## config.mk

```make
export PLATFORM = sky130hd
export DESIGN_NAME = mdio_mgmt_ctrl
export DESIGN_NICKNAME = d
export VERILOG_FILES = /design/src/rtl/mdio_mgmt_pkg.sv /design/src/rtl/mdio_mdc_gen.sv /design/src/rtl/mdio_frame_shifter.sv /design/src/rtl/mdio_mgmt_ctrl.sv
export SDC_FILE = /design/constraint.sdc
export NUM_CORES = 1
export LEC_CHECK = 0
export CAP_MARGIN = 15
export CORE_ASPECT_RATIO = 1.4
export CORE_MARGIN = 5
export CORE_UTILIZATION = 58
export CTS_BUF_LIST = sky130_fd_sc_hd__clkbuf_16
export DETAILED_ROUTE_END_ITERATION = 8
export HOLD_SLACK_MARGIN = 0.12
export PLACE_DENSITY_LB_ADDON = 0.3
export SLEW_MARGIN = 30
export SYNTH_ARGS = -nofsm -noshare
export SYNTH_HDL_FRONTEND = slang
export SYNTH_SLANG_ARGS = --single-unit
```

## constraint.sdc

```tcl
create_clock -name clk -period 3.2 [get_ports clk]
set_input_delay 0.8 -clock clk [delete_from_list [all_inputs] [get_ports clk]]
set_output_delay 0.8 -clock clk [all_outputs]
set_load 0.01 [all_outputs]
```

## src/rtl/mdio_mgmt_pkg.sv

```systemverilog
package mdio_mgmt_pkg;
    localparam int PRE_LEN   = 32;
    localparam int FIELD_W   = 5;
    localparam int RANGE_W   = 3;
    localparam int DATA_W    = 16;
    localparam int FRAME_LEN = PRE_LEN + 4 + 2 * FIELD_W + 2 + DATA_W;
    localparam int IDX_W     = $clog2(FRAME_LEN);
    localparam int CNT_W     = 6;

    typedef struct packed {
        logic [FIELD_W-1:0] phy;
        logic [FIELD_W-1:0] regn;
        logic [RANGE_W-1:0] band;
        logic               wr;
    } cmd_t;

    // Terminal count of the half-period counter for each clock band.
    function automatic logic [CNT_W-1:0] half_limit(input logic [RANGE_W-1:0] band);
        int ratio;
        case (band)
            3'd0:    ratio = 42;
            3'd1:    ratio = 62;
            3'd2:    ratio = 16;
            3'd3:    ratio = 26;
            3'd4:    ratio = 102;
            default: ratio = 124;
        endcase
        return CNT_W'(ratio / 2 - 1);
    endfunction
endpackage

```

## src/rtl/mdio_mdc_gen.sv

```systemverilog
module mdio_mdc_gen
    import mdio_mgmt_pkg::*;
(
    input  logic               clk,
    input  logic               rst_n,
    input  logic               run,
    input  logic [RANGE_W-1:0] band,
    output logic               mdc,
    output logic               rise,
    output logic               fall
);
    typedef struct packed {
        logic [CNT_W-1:0] cnt;
        logic             mdc;
    } gen_t;

    gen_t gen_d, gen_q;

    always_comb begin
        gen_d = gen_q;
        rise  = 1'b0;
        fall  = 1'b0;
        if (!run) begin
            gen_d.cnt = '0;
            gen_d.mdc = 1'b0;
        end else if (gen_q.cnt == half_limit(band)) begin
            gen_d.cnt = '0;
            gen_d.mdc = ~gen_q.mdc;
            rise      = ~gen_q.mdc;
            fall      = gen_q.mdc;
        end else begin
            gen_d.cnt = gen_q.cnt + 1'b1;
        end
    end

    always_ff @(posedge clk or negedge rst_n) begin
        if (!rst_n) gen_q <= '0;
        else        gen_q <= gen_d;
    end

    assign mdc = gen_q.mdc;
endmodule

```

## src/rtl/mdio_frame_shifter.sv

```systemverilog
module mdio_frame_shifter
    import mdio_mgmt_pkg::*;
(
    input  logic                 clk,
    input  logic                 rst_n,
    input  logic                 load,
    input  logic [FRAME_LEN-1:0] load_bits,
    input  logic                 rise,
    input  logic                 fall,
    input  logic                 mdio_i,
    output logic                 mdio_o,
    output logic [IDX_W-1:0]     idx,
    output logic                 last,
    output logic [DATA_W-1:0]    rd_data
);
    localparam int CAP_FIRST = FRAME_LEN - DATA_W;

    typedef struct packed {
        logic [FRAME_LEN-1:0] shift;
        logic [IDX_W-1:0]     idx;
        logic [DATA_W-1:0]    rdata;
    } shf_t;

    shf_t shf_d, shf_q;

    always_comb begin
        shf_d = shf_q;
        if (load) begin
            shf_d.shift = load_bits;
            shf_d.idx   = '0;
            shf_d.rdata = '0;
        end else begin
            if (rise && (int'(shf_q.idx) >= CAP_FIRST))
                shf_d.rdata = {shf_q.rdata[DATA_W-2:0], mdio_i};
            if (fall) begin
                shf_d.shift = {shf_q.shift[FRAME_LEN-2:0], 1'b0};
                shf_d.idx   = shf_q.idx + 1'b1;
            end
        end
    end

    always_ff @(posedge clk or negedge rst_n) begin
        if (!rst_n) shf_q <= '0;
        else        shf_q <= shf_d;
    end

    assign mdio_o  = shf_q.shift[FRAME_LEN-1];
    assign idx     = shf_q.idx;
    assign last    = fall && (int'(shf_q.idx) == FRAME_LEN - 1);
    assign rd_data = shf_q.rdata;
endmodule

```

## src/rtl/mdio_mgmt_ctrl.sv

```systemverilog
module mdio_mgmt_ctrl
    import mdio_mgmt_pkg::*;
#(
    parameter logic [7:0] CMD_OFFSET  = 8'h10,
    parameter logic [7:0] DATA_OFFSET = 8'h14
) (
    input  logic        clk,
    input  logic        rst_n,
    input  logic        host_we,
    input  logic [7:0]  host_addr,
    input  logic [15:0] host_wdata,
    output logic [15:0] host_rdata,
    output logic        mdc,
    output logic        mdio_o,
    output logic        mdio_oe,
    input  logic        mdio_i
);
    localparam int RELEASE_IDX = FRAME_LEN - DATA_W - 2;

    typedef struct packed {
        cmd_t              cmd;
        logic              busy;
        logic [DATA_W-1:0] data;
    } ctl_t;

    ctl_t ctl_d, ctl_q;

    logic                 start, rise, fall, last;
    logic [IDX_W-1:0]     idx;
    logic [DATA_W-1:0]    rd_data;
    logic [FRAME_LEN-1:0] frame_bits;
    cmd_t                 cmd_in;
    logic                 busy_w;
    logic [15:0]          reg_view_w;
    logic                 unused_bit5;

    assign cmd_in.phy  = host_wdata[15:11];
    assign cmd_in.regn = host_wdata[10:6];
    assign cmd_in.band = host_wdata[4:2];
    assign cmd_in.wr   = host_wdata[1];
    assign unused_bit5 = host_wdata[5];

    assign start = host_we && (host_addr == CMD_OFFSET) && !ctl_q.busy && host_wdata[0];

    assign frame_bits = {{PRE_LEN{1'b1}}, 2'b01, (cmd_in.wr ? 2'b01 : 2'b10),
                         cmd_in.phy, cmd_in.regn, 2'b10, ctl_q.data};

    always_comb begin
        ctl_d = ctl_q;
        if (!ctl_q.busy && host_we) begin
            if (host_addr == CMD_OFFSET) begin
                ctl_d.cmd  = cmd_in;
                ctl_d.busy = host_wdata[0];
            end else if (host_addr == DATA_OFFSET) begin
                ctl_d.data = host_wdata;
            end
        end
        if (ctl_q.busy && last) begin
            ctl_d.busy = 1'b0;
            if (!ctl_q.cmd.wr) ctl_d.data = rd_data;
        end
    end

    always_ff @(posedge clk or negedge rst_n) begin
        if (!rst_n) ctl_q <= '0;
        else        ctl_q <= ctl_d;
    end

    mdio_mdc_gen u_gen (
        .clk   (clk),
        .rst_n (rst_n),
        .run   (ctl_q.busy),
        .band  (ctl_q.cmd.band),
        .mdc   (mdc),
        .rise  (rise),
        .fall  (fall)
    );

    mdio_frame_shifter u_shf (
        .clk       (clk),
        .rst_n     (rst_n),
        .load      (start),
        .load_bits (frame_bits),
        .rise      (rise),
        .fall      (fall),
        .mdio_i    (mdio_i),
        .mdio_o    (mdio_o),
        .idx       (idx),
        .last      (last),
        .rd_data   (rd_data)
    );

    assign mdio_oe = ctl_q.busy && (ctl_q.cmd.wr || (int'(idx) < RELEASE_IDX));

    assign reg_view_w = {ctl_q.cmd.phy, ctl_q.cmd.regn, 1'b0, ctl_q.cmd.band,
                         ctl_q.cmd.wr, ctl_q.busy};
    assign busy_w     = ctl_q.busy;

    always_comb begin
        if (host_addr == CMD_OFFSET)       host_rdata = reg_view_w;
        else if (host_addr == DATA_OFFSET) host_rdata = ctl_q.data;
        else                               host_rdata = '0;
    end
endmodule

```

==> results of run 1 <==
-- power groups by stage --
stage	Sequential, mW	Combinational [mW]	Clock [mW]
floorplan	2.24	0.916	0
global placement	2.31	1.15	0
detailed placement	2.34	1.22	0
CTS	2.33	1.23	1.90
global route	2.39	1.37	1.97
finish	2.34	1.23	1.89
-- logic make-up after synthesis --
kind of cell | after synthesis
compound gates | 96
xor+xnor | 5
fa+ha+maj | 2
buf+inv | 49
flops | 124
mux | 68
simple gates | 179
-- per-layer routing --
layer,vias to the layer above,GRT usage (%),share of wire (%)
li1,2045,-,-
met1,2310,30.0,39
met2,115,42.9,55
met3,34,5.19,3.6
met4,0,11.4,2.8
met5,-,0,0
-- path summary, 6_finish.rpt --
path | start | endpoint | slack, ns | cells past startpoint
max in group asynchronous | rst_n | busy_w$_DFFE_PN0P_ | 2.07 | 2
max | host_addr[5] | host_rdata[3] | 0.05 | 8
max reg2reg | ctl_q[20]$_DFFE_PN0P_ | u_shf.shf_q[50]$_DFFE_PN0P_ | 0.45 | 5
min in group clk | u_shf.rd_data[14]$_DFFE_PN0P_ | ctl_q[14]$_DFF_PN0_ | 0.50 | 1
min | rst_n | u_shf.shf_q[58]$_DFFE_PN0P_ | 0.42 | 1
min reg2reg | u_shf.rd_data[14]$_DFFE_PN0P_ | ctl_q[14]$_DFF_PN0_ | 0.50 | 1
-- state kept, by name, indices dropped and copies added, names as in the netlist --
| register | cells |
|---|---|
| ctl_q | 30 |
| u_shf.shf_q | 63 |
| u_gen.mdc | 1 |
| u_shf.mdio_o | 1 |
| u_shf.idx | 6 |
| u_shf.rd_data | 16 |
| busy_w | 1 |
| u_gen.gen_q | 6 |
-- final cells by class --
class | instances | share of cell area, %
tap | 135 | 2.32
inverter | 8 | 0.412
clock buffer | 17 | 5.84
sequential | 124 | 42.6
clock inverter | 15 | 2.13
timing repair buffer | 79 | 10.4
multi-input combinational | 350 | 36.3
-- through the flow --
step	worst slack [ns]	instances	area (um2)	total power [mW]	hold slack, ns
CTS	0.00369	728	7290	5.46	0.434
floorplan	0.0740	523	5970	3.16	0.466
detailed placement	-0.538	688	6670	3.56	0.493
global placement	-0.464	688	6670	3.46	0.491
global route	0.0113	728	7290	5.73	0.468
finish	0.0462	728	7290	5.45	0.417
-- repair_timing --
item,CTS,global route
setup buffers,8,0
resized for setup,52,18
gates cloned,0,0
pin swaps,5,3
setup endpoints to repair,16,15
-- placed cells by master (no fill, tap or decap), types with 15 or more instances in the layout --
cell             synthesis  layout
buf_4                    5      22
dfrtp_1                124     124
nand4_1                 37      37
mux2i_1                 22      22
clkbuf_16                0      17
clkdlybuf4s50_1          0      21
a22o_1                  15      15
nand2b_1                20      20
mux2_4                  20      20
nor2_1                  43      43
nand2_1                 38      38
o21ai_0                 34      34
mux2_2                  26      26
o221a_2                 16      16
==> results.toml, run 1 <==
[final_layout]
final_util_pct = 72.8
multi_input_area_mm2 = 0.00265
syn_to_final_growth_pct = 22.1
drive_gt1_share_pct = 25.3
fin_nets = 610
fill_cells = 669
num_antenna_cells = 0
final-seq-area_mm2 = 0.00310

[logic_synthesis]
yosysWarnings = 0
syn_area_mm2 = 0.00597
synth.most_common_cell = "dfrtp_1"
ys_dominant_reg_cell = "dfrtp_1"
synthCells = 523
ys_seq_area_share_pct = 52.0
yosys-mux-area-fraction_pct = 13.6
post_synth.cell_area_avg_um2 = 11.4
synth_seq_cells = 124
synth_edf_count = 0
synth-simple-area-share_pct = 16.3
synth_compound_area_share_pct = 13.0
synth_area_leaders = "dfrtp_1, mux2_4, mux2_2"
synthTopCellsByCount = "dfrtp_1, nor2_1, nand2_1"
synth_area_leader_cell = "dfrtp_1"
ys_async_sr_fraction_pct = 100
synth_top_cell_area_share_pct = 52.0
yosysUniqueCellTypes = 54
synth_top_family_by_area = "simple AND/OR/NAND/NOR gates"
syn_nets = 553
synthAdderAreaFrac_pct = 0.419
yosys.area_share.xor_xnor_pct = 0.734

[setup_path]
startpoint_type = "input pin"
cp.required_ns = 2.40
cp_top_family = "buffers and inverters"
path_class = "input pin to output pin"
critPathBufInv = 5
crit_chain = "clkdlybuf4s15_1 -> or4b_4 -> buf_6 -> nor3_4 -> buf_12 -> buf_4 -> a22o_1 -> buf_2"
slowest_delay_ns = 0.51
cp.arrival_ns = 2.35
cp_slowest_cell = "or4b_4"
path_max_fanout = 13
end_kind = "output pin"

[sta]
fin_worst_skew_ns = 0.00922
setup_tns_ns = 0
maxSlewHeadroom_pct = 39.1
fin_crit_ns = 3.15
hold_viol = 0
worst_slew_pin_slew_ns = 0.909
maxSlewViolCount = 0
rsz0062_at_grt = "false"
fin_crit_sh_pct = 98.6
fmax_mhz = 317
setup_violations = 0

[floorplanning]
ios = 47
dieArea_mm2 = 0.0124
die_y_um = 130
row_count = 43
coreArea_mm2 = 0.0100
start_util_pct = 59.6
dieWidth_um = 95.7

[cts]
htreeDepth = 4
insertion_delay_ns = 0.41
root_buffer = "clkbuf_16"
cts_sinks = 124
tritoncts = "done"
cts_buffers = 17
hold_buffers = 0
path_clk_slew_ns = 0.06
clock_path_buffers = 2

[job]
max-cap-violations = 0

[drt]
ant_nets = 0
drc = 0
vias = 4504
avgRoutedWirePerCell_um = 19.5
via_per_inst = 6.19
wl_um = 14200
dr.pass1.iters = 5
drt_iter0_markers = 291

[pwr]
peakVddDrop_v = 0.000544
p_int_mw = 3.74
pwr-share-comb_pct = 22.5
p_leak_nw = 3.27
clockPowerShare_pct = 34.6
p_sw_share_pct = 31.5
pwr-share-seq_pct = 42.9
p_per_area_mw_per_mm2 = 748
power.switching_mw = 1.72

[global_routing]
grt_pass1_wl_um = 23800
grt_overflow = 0
grt_usage_pct = 25.0
grt_pass1_vias = 4749
grt_antenna_before_repair = 0
grt_max_degree = 52

[placement]
io_buffers = 46
gp_congestion = 0.847
hpwl_um = 9140

[outcome]
status = "finished clean"

[min_path]
hp-class = "input pin to async pin"
Note: power is estimated with default switching activity, not from simulation.
==> inputs of run 2 (changes only) <==
--- a/config.mk
+++ b/config.mk
@@ -8,9 +8,10 @@
 export CAP_MARGIN = 15
 export CORE_ASPECT_RATIO = 1.4
 export CORE_MARGIN = 5
-export CORE_UTILIZATION = 58
+export CORE_UTILIZATION = 63
 export CTS_BUF_LIST = sky130_fd_sc_hd__clkbuf_16
 export DETAILED_ROUTE_END_ITERATION = 8
+export DONT_BUFFER_PORTS = 1
 export HOLD_SLACK_MARGIN = 0.12
 export PLACE_DENSITY_LB_ADDON = 0.3
 export SLEW_MARGIN = 30
==> run 2 against run 1 <==
Flip-flop and latch count stayed put. Design area decreased by 8.8%. Count of clock-buffer cells in the layout did not move. Register-to-register slack better by 0.06 ns. Non-clock buffer count down 63. Final cell count fell by 12%. Hold slack worse by 0.34 ns. Core utilization is 1.8 points lower. Largest power group unchanged.
==> results.toml, run 2 (same netlist as run 1, synthesis figures left out) <==
[global_routing]
grt_antenna_before_repair = 0
grt_overflow = 0
grt_pass1_vias = 4375
grt_usage_pct = 23.3
grt_max_degree = 125
grt_pass1_wl_um = 21500

[final_layout]
final_common_cell = "dfrtp_1"
fin_area_mm2 = 0.00665
fin_nets = 547
syn_to_final_growth_pct = 11.3
final_cell_mix = "dfrtp_1, nor2_1, nand2_1, nand4_1, o21ai_0"
top_register = "u_shf.shf_q"
drive_gt1_share_pct = 22.5
num_antenna_cells = 0
largest_register_ffs = 63

[setup_path]
slowest_delay_ns = 0.57
crit_chain = "or4b_4 -> nor3_4 -> buf_4 -> a22o_1"
r2r_end = "u_shf.shf_q[49]$_DFFE_PN0P_"
path_max_fanout = 17
startpoint_type = "input pin"
path_class = "input pin to output pin"
end_kind = "output pin"
rr_worst_depth = 5
cp.arrival_ns = 2.08
reg2reg_from = "ctl_q[20]$_DFFE_PN0P_"
critPathBufInv = 1
cp_slowest_cell = "or4b_4"
r2r_slack_ns = 0.51
cp.required_ns = 2.40
cp_top_family = "simple AND/OR/NAND/NOR gates"

[placement]
hpwl_um = 8100
gp_congestion = 0.817
io_buffers = 0
placement.cell_area_mm2 = 0.00604

[min_path]
hp-class = "input pin to async pin"

[sta]
hold_viol = 0
fmax_mhz = 348
fin_crit_sh_pct = 89.9
setup_tns_ns = 0
rsz0062_at_grt = "false"
fin_worst_skew_ns = 0.00821
maxSlewHeadroom_pct = 41.7
maxSlewViolCount = 0
worst_slew_pin_slew_ns = 0.871
fin_crit_ns = 2.88
setup_violations = 0

[outcome]
status = "finished clean"

[cts]
postCtsSetupBuffers = 0
insertion_delay_ns = 0.41
clock_path_buffers = 2
cts_buffers = 17
cts_sinks = 124
path_clk_slew_ns = 0.06
root_buffer = "clkbuf_16"
cts_resized = 0
htreeDepth = 4
tritoncts = "done"

[drt]
dr.pass1.iters = 4
drc = 0
vias = 4198
via_per_inst = 6.57
avgRoutedWirePerCell_um = 19.8
drt_iter0_markers = 308
ant_nets = 0
wl_um = 12700

[pwr]
p_per_area_mw_per_mm2 = 810
pwr-share-comb_pct = 20.1
p_leak_nw = 2.94
peakVddDrop_v = 0.000799
pwr-share-seq_pct = 43.4
power.switching_mw = 1.63
clockPowerShare_pct = 36.5
p_sw_share_pct = 30.3
p_int_mw = 3.75

[job]
max-cap-violations = 0

[floorplanning]
start_util_pct = 63.8
die_y_um = 125
dieWidth_um = 92.3
dieArea_mm2 = 0.0115
ios = 47
coreArea_mm2 = 0.00935
row_count = 42
run 2: cell count changes in the layout (fill, tap and decap cells not counted), moves of 2 or more:
cell,previous run,this run
clkinv_2,3,1
buf_12,7,1
dlygate4sd2_1,2,0
buf_6,4,0
clkdlybuf4s50_1,21,0
clkbuf_2,5,0
clkdlybuf4s15_1,9,0
buf_4,22,15
buf_2,7,0
run 2: how the worst max path moves through the flow:
stage | start | end | slack (ns) | cells after the start
finish | host_addr[5] | host_rdata[4] | 0.32 | 4
global route | host_addr[5] | host_rdata[8] | 0.31 | 4
CTS | host_addr[5] | host_rdata[4] | 0.34 | 4
detailed placement | host_addr[5] | ctl_q[5]$_DFF_PN0_ | 0.23 | 6
global placement | host_addr[5] | ctl_q[11]$_DFF_PN0_ | 0.30 | 6
floorplan | host_addr[5] | host_rdata[10] | 0.07 | 4
run 2: power groups by stage:
stage | registers [mW] | clock network [mW] | logic, mW
CTS | 2.33 | 1.98 | 1.08
detailed placement | 2.34 | 0 | 1.08
finish | 2.33 | 1.96 | 1.08
global route | 2.39 | 2.05 | 1.21
floorplan | 2.24 | 0 | 0.916
global placement | 2.32 | 0 | 1.03
run 2: cell type report:
cell class	count	area [um2]
repair buffers	16	133
clock buffers	17	425
flip-flops and latches	124	3100
multi-input cells	350	2640
inverters	8	30.0
fillers	647	2710
clock inverters	14	179
well taps	110	138
run 2: per-stage QoR:
stage | instances | power, mW | hold slack [ns] | utilization, % | setup slack, ns
2_1_floorplan | 523 | 3.16 | 0.466 | - | 0.0740
3_3_place_gp | 608 | 3.35 | 0.488 | 64.6 | 0.302
3_5_place_dp | 608 | 3.42 | 0.492 | 64.6 | 0.231
4_1_cts | 639 | 5.39 | 0.0702 | 71.0 | 0.337
5_1_grt | 639 | 5.65 | 0.0663 | 71.0 | 0.309
6_report | 639 | 5.38 | 0.0822 | 71.0 | 0.325
run 2: routing by layer:
| metal | track usage, % | part of all wire, % | vias to the layer above |
|---|---|---|---|
| met1 | 28.5 | 41 | 2158 |
| met5 | 0 | 0 | - |
| met4 | 9.10 | 2.2 | 0 |
| met2 | 39.2 | 53 | 101 |
| met3 | 6.31 | 4.2 | 27 |
| li1 | - | - | 1912 |
